===== config.mk =====
export PLATFORM = sky130hd
export DESIGN_NAME = pio_seq_stat
export DESIGN_NICKNAME = d
export VERILOG_FILES = /design/src/rtl/pio_seq_pkg.sv /design/src/rtl/pio_play_path.sv /design/src/rtl/pio_cap_path.sv /design/src/rtl/pio_err_track.sv /design/src/rtl/pio_seq_stat.sv
export SDC_FILE = /design/constraint.sdc
export NUM_CORES = 1
export LEC_CHECK = 0
export BUFFER_PORTS_ARGS = -buffer_cell sky130_fd_sc_hd__buf_2
export CORE_MARGIN = 4
export CORE_UTILIZATION = 55
export DETAILED_ROUTE_END_ITERATION = 8
export PLACE_DENSITY_LB_ADDON = 0.05
export SYNTH_ARGS = -nofsm -noshare
export SYNTH_HDL_FRONTEND = slang
export SYNTH_SLANG_ARGS = --single-unit

===== constraint.sdc =====
create_clock -name clk -period 3.7 [get_ports clk]
set_input_delay 0.925 -clock clk [delete_from_list [all_inputs] [get_ports clk]]
set_output_delay 0.925 -clock clk [all_outputs]
set_load 0.005 [all_outputs]

===== src/rtl/pio_seq_pkg.sv =====
package pio_seq_pkg;
   typedef enum logic [2:0] {
      FMT_B8_MONO,
      FMT_B8_STEREO,
      FMT_B16_MONO,
      FMT_B16_STEREO,
      FMT_PACK4
   } fmt_e;

   // number of bytes in one frame for a format
   function automatic logic [2:0] frame_len(input fmt_e f);
      case (f)
         FMT_B8_MONO:   frame_len = 3'd1;
         FMT_B8_STEREO: frame_len = 3'd2;
         FMT_B16_MONO:  frame_len = 3'd2;
         default:       frame_len = 3'd4;
      endcase
   endfunction

   // {left/right, upper/lower} status code for byte index idx
   function automatic logic [1:0] lane_code(input fmt_e f, input logic [1:0] idx);
      case (f)
         FMT_B8_MONO:   lane_code = 2'b11;
         FMT_B8_STEREO: lane_code = {idx == 2'd0, 1'b1};
         FMT_B16_MONO:  lane_code = {1'b1, idx[0]};
         default:       lane_code = {~idx[1], idx[0]};
      endcase
   endfunction
endpackage


===== src/rtl/pio_play_path.sv =====
module pio_play_path
   import pio_seq_pkg::*;
#(
   parameter int SET_BYTES = 4,
   parameter int BYTE_W    = 8
) (
   input  logic                        clk,
   input  logic                        rst_n,
   input  logic                        hold,
   input  logic                        en,
   input  fmt_e                        fmt,
   input  logic                        wr,
   input  logic [BYTE_W-1:0]           wdata,
   input  logic                        strobe,
   output logic                        rdy,
   output logic                        lr,
   output logic                        ul,
   output logic                        underrun,
   output logic [SET_BYTES*BYTE_W-1:0] frame,
   output logic                        vld
);
   localparam int IDX_W = $clog2(SET_BYTES);

   logic [IDX_W-1:0]            ptr_q;
   logic                        full_q;
   logic [SET_BYTES*BYTE_W-1:0] lanes_w;
   logic                        fire, take, last;
   logic [2:0]                  len;

   assign len      = frame_len(fmt);
   assign last     = ({1'b0, ptr_q} == len - 3'd1);
   assign rdy      = en & ~hold & ~full_q;
   assign fire     = strobe & en & ~hold;
   assign take     = wr & rdy & ~fire;
   assign underrun = fire & ~full_q;
   assign {lr, ul} = lane_code(fmt, ptr_q);

   for (genvar g = 0; g < SET_BYTES; g++) begin : g_lane
      logic [BYTE_W-1:0] q;
      always_ff @(posedge clk or negedge rst_n) begin
         if (!rst_n)                 q <= '0;
         else if (hold || fire)      q <= '0;
         else if (take && ptr_q == IDX_W'(g)) q <= wdata;
      end
      assign lanes_w[g*BYTE_W +: BYTE_W] = q;
   end

   always_ff @(posedge clk or negedge rst_n) begin
      if (!rst_n) begin
         ptr_q  <= '0;
         full_q <= 1'b0;
         frame  <= '0;
         vld    <= 1'b0;
      end else if (hold) begin
         ptr_q  <= '0;
         full_q <= 1'b0;
         frame  <= '0;
         vld    <= 1'b0;
      end else begin
         vld <= 1'b0;
         if (fire) begin
            ptr_q  <= '0;
            full_q <= 1'b0;
            if (full_q) begin
               frame <= lanes_w;
               vld   <= 1'b1;
            end
         end else if (take) begin
            if (last) begin
               ptr_q  <= '0;
               full_q <= 1'b1;
            end else begin
               ptr_q <= ptr_q + 1'b1;
            end
         end
      end
   end

   AST_PLAY_FILL: assert property (@(posedge clk) disable iff (!rst_n)
      (take && last) |=> !rdy);
   AST_PLAY_HOLD: assert property (@(posedge clk) disable iff (!rst_n)
      hold |=> (ptr_q == '0) && !vld);
   AST_PLAY_UNDERRUN: assert property (@(posedge clk) disable iff (!rst_n)
      underrun |=> !vld && (ptr_q == '0));
endmodule


===== src/rtl/pio_cap_path.sv =====
module pio_cap_path
   import pio_seq_pkg::*;
#(
   parameter int SET_BYTES = 4,
   parameter int BYTE_W    = 8
) (
   input  logic                        clk,
   input  logic                        rst_n,
   input  logic                        hold,
   input  logic                        en,
   input  fmt_e                        fmt,
   input  logic                        rd,
   input  logic                        strobe,
   input  logic [SET_BYTES*BYTE_W-1:0] frame_in,
   output logic                        rdy,
   output logic                        lr,
   output logic                        ul,
   output logic                        overrun,
   output logic [BYTE_W-1:0]           rdata
);
   localparam int IDX_W = $clog2(SET_BYTES);

   logic [IDX_W-1:0]            ptr_q;
   logic                        pend_q;
   logic [SET_BYTES*BYTE_W-1:0] buf_q;
   logic [BYTE_W-1:0]           lane_w [SET_BYTES];
   logic                        load, last;
   logic [2:0]                  len;

   assign len      = frame_len(fmt);
   assign last     = ({1'b0, ptr_q} == len - 3'd1);
   assign load     = strobe & en & ~hold;
   assign overrun  = load & pend_q;
   assign rdy      = pend_q & ~hold;
   assign {lr, ul} = lane_code(fmt, ptr_q);

   for (genvar g = 0; g < SET_BYTES; g++) begin : g_sel
      assign lane_w[g] = buf_q[g*BYTE_W +: BYTE_W];
   end
   assign rdata = lane_w[ptr_q];

   always_ff @(posedge clk or negedge rst_n) begin
      if (!rst_n) begin
         ptr_q  <= '0;
         pend_q <= 1'b0;
         buf_q  <= '0;
      end else if (hold) begin
         ptr_q  <= '0;
         pend_q <= 1'b0;
         buf_q  <= '0;
      end else if (load) begin
         buf_q  <= frame_in;
         pend_q <= 1'b1;
         ptr_q  <= '0;
      end else if (rd && pend_q) begin
         if (last) begin
            ptr_q  <= '0;
            pend_q <= 1'b0;
         end else begin
            ptr_q <= ptr_q + 1'b1;
         end
      end
   end

   AST_CAP_LOAD: assert property (@(posedge clk) disable iff (!rst_n)
      load |=> pend_q && (ptr_q == '0));
   AST_CAP_OVERRUN: assert property (@(posedge clk) disable iff (!rst_n)
      overrun |=> pend_q && (ptr_q == '0));
   AST_CAP_STALE: assert property (@(posedge clk) disable iff (!rst_n)
      (!pend_q && !load) |=> $stable(ptr_q));
endmodule


===== src/rtl/pio_err_track.sv =====
module pio_err_track #(
   parameter int SRC_N = 2
) (
   input  logic             clk,
   input  logic             rst_n,
   input  logic             hold,
   input  logic             clr,
   input  logic [SRC_N-1:0] hit,
   output logic [SRC_N-1:0] flag
);
   for (genvar s = 0; s < SRC_N; s++) begin : g_src
      always_ff @(posedge clk or negedge rst_n) begin
         if (!rst_n)      flag[s] <= 1'b0;
         else if (hold)   flag[s] <= 1'b0;
         else if (hit[s]) flag[s] <= 1'b1;
         else if (clr)    flag[s] <= 1'b0;
      end

      AST_ERR_STICKY: assert property (@(posedge clk) disable iff (!rst_n)
         (flag[s] && !clr && !hold) |=> flag[s]);
      AST_ERR_SET: assert property (@(posedge clk) disable iff (!rst_n)
         (hit[s] && !hold) |=> flag[s]);
   end
endmodule


===== src/rtl/pio_seq_stat.sv =====
module pio_seq_stat
   import pio_seq_pkg::*;
#(
   parameter int              SET_BYTES = 4,
   parameter int              BYTE_W    = 8,
   parameter logic [BYTE_W-1:0] IDLE_READ = 8'h80
) (
   input  logic                        clk,
   input  logic                        rst_n,
   input  logic                        hold,
   input  logic                        fmt_adpcm,
   input  logic                        fmt_wide,
   input  logic                        fmt_stereo,
   input  logic                        play_en,
   input  logic                        cap_en,
   input  logic                        play_strobe,
   input  logic                        cap_strobe,
   input  logic [SET_BYTES*BYTE_W-1:0] cap_frame,
   input  logic                        host_wr,
   input  logic                        host_rd,
   input  logic [BYTE_W-1:0]           host_wdata,
   output logic [BYTE_W-1:0]           host_rdata,
   input  logic                        stat_wr,
   output logic                        play_rdy,
   output logic                        play_lr,
   output logic                        play_ul,
   output logic                        cap_rdy,
   output logic                        cap_lr,
   output logic                        cap_ul,
   output logic                        smp_err,
   output logic                        err_play,
   output logic                        err_cap,
   output logic [SET_BYTES*BYTE_W-1:0] play_frame,
   output logic                        play_vld
);
   if (SET_BYTES != 4) begin : g_bad_set
      $error("SET_BYTES must be 4: the widest frame holds four bytes");
   end
   if (BYTE_W < 1) begin : g_bad_width
      $error("BYTE_W must be positive");
   end

   fmt_e                fmt;
   logic                underrun, overrun;
   logic [BYTE_W-1:0]   cap_byte;
   logic [1:0]          flags;

   always_comb begin
      if (fmt_adpcm) fmt = FMT_PACK4;
      else case ({fmt_wide, fmt_stereo})
         2'b00:   fmt = FMT_B8_MONO;
         2'b01:   fmt = FMT_B8_STEREO;
         2'b10:   fmt = FMT_B16_MONO;
         default: fmt = FMT_B16_STEREO;
      endcase
   end

   pio_play_path #(.SET_BYTES(SET_BYTES), .BYTE_W(BYTE_W)) u_play (
      .clk      (clk),
      .rst_n    (rst_n),
      .hold     (hold),
      .en       (play_en),
      .fmt      (fmt),
      .wr       (host_wr),
      .wdata    (host_wdata),
      .strobe   (play_strobe),
      .rdy      (play_rdy),
      .lr       (play_lr),
      .ul       (play_ul),
      .underrun (underrun),
      .frame    (play_frame),
      .vld      (play_vld)
   );

   pio_cap_path #(.SET_BYTES(SET_BYTES), .BYTE_W(BYTE_W)) u_cap (
      .clk      (clk),
      .rst_n    (rst_n),
      .hold     (hold),
      .en       (cap_en),
      .fmt      (fmt),
      .rd       (host_rd),
      .strobe   (cap_strobe),
      .frame_in (cap_frame),
      .rdy      (cap_rdy),
      .lr       (cap_lr),
      .ul       (cap_ul),
      .overrun  (overrun),
      .rdata    (cap_byte)
   );

   pio_err_track #(.SRC_N(2)) u_err (
      .clk   (clk),
      .rst_n (rst_n),
      .hold  (hold),
      .clr   (stat_wr),
      .hit   ({overrun, underrun}),
      .flag  (flags)
   );

   assign err_play   = flags[0];
   assign err_cap    = flags[1];
   assign smp_err    = |flags;
   assign host_rdata = hold ? IDLE_READ : cap_byte;

   AST_DISABLED_QUIET: assert property (@(posedge clk) disable iff (!rst_n)
      (!play_en && !err_play) |=> !err_play);
   AST_HOLD_NOT_READY: assert property (@(posedge clk) disable iff (!rst_n)
      hold |-> !play_rdy && !cap_rdy);
endmodule


==> key figures <==
Routing
  • Vias/cell: 5.94
  • Post-route ant nets: 0
  • Drt first pass iters: 4
  • DRC Markers: 0
  • WL per Instance: 18.1 um
  • DR iter-0 viols: 172
  • Routed vias: 3,430
  • DRT Wirelength: 10.4 mm

Floorplanning
  • Die area: 9780 um2
  • Rows: 32
  • Die Ht: 98.9 um
  • Initial core utilization: 0.576
  • Core ar.: 7890 um2
  • Chip width: 98.9 um
  • Top Ports: 103

Critical path
  • Arrival @ worst endpoint: 2.23 ns
  • Max FO, Critical Path: 10
  • Crit-path slowest cell: or3_1
  • Cell mode on critical path: buf_2
  • Worst endpoint required time: 2.77 ns
  • Crit Path Category: input port to output port
  • Critical path startpoint category: input port
  • CP Cell Sequence: buf_2 -> or3_1 -> ha_1 -> o22a_1 -> o21ai_0 -> buf_2
  • R2R setup slack: 2.01 ns
  • Critical Path End Type: output port
  • Max incr delay on CP: 0.40 ns
  • Critical R2R Launch: u_play.ptr_q[0]$_DFFE_PN0P_
  • CP Launch Point: fmt_adpcm

Power
  • NetSw: 538 uW
  • Switching share of power: 0.254
  • Share of power burned in registers: 0.559
  • Leak: 0.00256 uW
  • Max VDD drop: 0.236 mV
  • Combinational power share: 0.087
  • Internal power: 1580 uW
  • Clock Power Share: 0.354
  • Pwr dens: 400 nW/um2

Synthesis
  • Post-Syn Instances: 384
  • Synth Warn #: 0
  • Post-synth top area cell: dfrtp_1
  • Post-Syn Area: 4540 um2
  • Synth Register Bits: 105
  • Mapped Nets: 443
  • Post-synthesis sequential area ratio: 0.578
  • Distinct cells, synth: 37
  • Top post-synthesis cells by area: dfrtp_1, a22o_1, nand3_1, mux4_2, a21oi_1
  • Syn avg cell area: 11.8 um2
  • Post-synth ARST share: 1.00
  • Post-synth EDFFs: 0
  • Yosys top cell area share: 0.578
  • Most frequent cells after synthesis: dfrtp_1, a22o_1, nand3_1
  • Ys flop type: dfrtp_1
  • Most frequent cell after synthesis: dfrtp_1

Global routing
  • First-pass GRT wire length: 17.2 mm
  • Largest net degree at the start of global routing: 106
  • GRT overflow: 0
  • Global Route Usage Sum: 0.217
  • Number of global-route vias before repair: 3,402
  • Initial antenna violation count: 0

Hold path
  • HP Class: register to register
  • Worst Min Path Start: u_play.frame[12]$_DFFE_PN0P_

CTS
  • H-Tree Depth: 3
  • Clock Pin Slew Worst Setup and Hold Paths: 0.09 ns
  • Skew-Pair Late Insertion Delay: 0.37 ns
  • Clock root cell: clkbuf_8
  • TritonCTS Sinks: 105
  • Post-CTS Setup Inserts: 0
  • CTS max path bufs: 2
  • Post-cts hold buffer count: 0
  • PostCTS Resize Cnt: 0
  • Number of CTS-inserted buffers: 9
  • CTS tree: built

STA
  • Setup TNS: 0 ns
  • Hold Vio Cnt, Final: 0
  • Min Tclk post-route: 3.16 ns
  • Fmax: 317 MHz
  • Slew Limit Fails: 0
  • Worst slew pin tran: 0.646 ns
  • Period Utilization, post-route: 0.853
  • Worst Clk Skew: 0.0160 ns
  • Endpoints failing setup: 0
  • Max_slew headroom: 0.569
  • RSZ-0062 raised after global routing: false

Finish
  • Share of layout cells above drive strength 1: 0.299
  • Antenna Cells: 0
  • Design Area, Final: 5290 um2
  • Fill cells: 634
  • Layout area overhead: 16.5%
  • Nets: 529
  • Fin cells: 577

Placement
  • DP Wirelength: 6.97 mm
  • Buffers on Ports: 102
  • Routability cong.: 0.783
  • Post-DP Area: 5080 um2
  • Dpl cells: 561

Outcome
  • Outcome: complete, no violations

Job
  • Max_cap viols: 0
-- stage by stage --
stage | hold slack, ns | worst slack (ns) | util | power (uW)
3_5_place_dp | 0.476 | 0.532 | 0.644 | 1390
2_1_floorplan | 0.466 | 0.707 | - | 1300
6_report | 0.498 | 0.543 | 0.671 | 2120
5_1_grt | 0.519 | 0.431 | 0.671 | 2200
4_1_cts | 0.506 | 0.531 | 0.671 | 2130
3_3_place_gp | 0.476 | 0.554 | 0.644 | 1390
-- layer usage --
| metal | GRT usage | part of all wire |
|---|---|---|
| met1 | 0.318 | 0.45 |
| met2 | 0.331 | 0.47 |
| met3 | 0.0460 | 0.070 |
| met4 | 0.0599 | 0.012 |
| met5 | 0 | 0 |
-- layout by cell type (no fill, tap or decap), drive strengths merged --
cell type and count:
a21boi 1, nand3 36, nand4bb 1, and4bb 1, a21o 1, dfrtp 105
clkinv 1, nand2b 1, mux4 8, buf 109, o22a 1, nand4 1
xor2 1, a31oi 1, a22o 69, or4 2, inv 11, clkbuf 10
nand2 4, nand3b 1, or3 1, xnor2 2, o2111ai 1, nor2 6
o41ai 1, or2 2, clkinvlp 2, nor2b 8, o31ai 3, nor3b 1
a311oi 1, o21ai 38, a21oi 37, bufinv 1, ha 6
-- final cells by class --
cell class                      count  area [um2]  share of cell area
Clock buffer                       10         138              0.0260
Clock inverter                      6        73.8              0.0139
Inverter                            9        33.8             0.00638
Multi-Input combinational cell    236        1720               0.324
Sequential cell                   105        2630               0.496
Tap cell                          102         128              0.0241
Timing Repair Buffer              109         578               0.109
-- sequential cells by signal, indices dropped and copies added (netlist names) --
| signal | cells |
|---|---|
| u_play.g_lane.q | 32 |
| u_play.vld | 1 |
| u_play.full_q | 1 |
| u_play.frame | 32 |
| u_cap.pend_q | 1 |
| u_err.flag | 2 |
| u_play.ptr_q | 2 |
| u_cap.ptr_q | 2 |
| u_cap.buf_q | 32 |
-- worst paths after layout --
| check | end | depth (start not counted) |
|---|---|---|
| hold / removal | u_play.frame[12]$_DFFE_PN0P_ | 1 |
| setup reg to reg | u_play.g_lane[0].q[2]$_DFFE_PN0P_ | 5 |
| setup / recovery | play_ul | 6 |
| max in group asynchronous | u_cap.buf_q[21]$_DFFE_PN0P_ | 2 |
| min in group asynchronous | u_play.g_lane[1].q[6]$_DFFE_PN0P_ | 2 |
| hold reg to reg | u_play.frame[12]$_DFFE_PN0P_ | 1 |
-- logic make-up after synthesis --
kind of cell / count (synthesis) / share of synthesized area
buffers and inverters: 43 / 0.0465
adder cells (fa/ha/maj): 6 / 0.0165
multiplexers: 8 / 0.0397
flip-flops: 105 / 0.578
AO/OA/AOI/OAI: 154 / 0.235
AND/OR/NAND/NOR: 65 / 0.0785
XOR/XNOR: 3 / 0.00578
-- critical path: cells and delay by family --
kind                     cells  cell delay, ns
AND/OR/NAND/NOR              1            0.40
AO/OA/AOI/OAI                2            0.33
adder cells (fa/ha/maj)      1            0.29
buffers and inverters        2            0.28
-- power groups by stage --
stage / registers, uW / clock network (uW) / logic [uW]
after detailed placement: 1210 / 0 / 186
after floorplan: 1200 / 0 / 100
after global routing: 1190 / 811 / 205
after CTS: 1180 / 761 / 186
after global placement: 1210 / 0 / 182
final: 1180 / 750 / 184
Power figures use the tool's default switching activity.
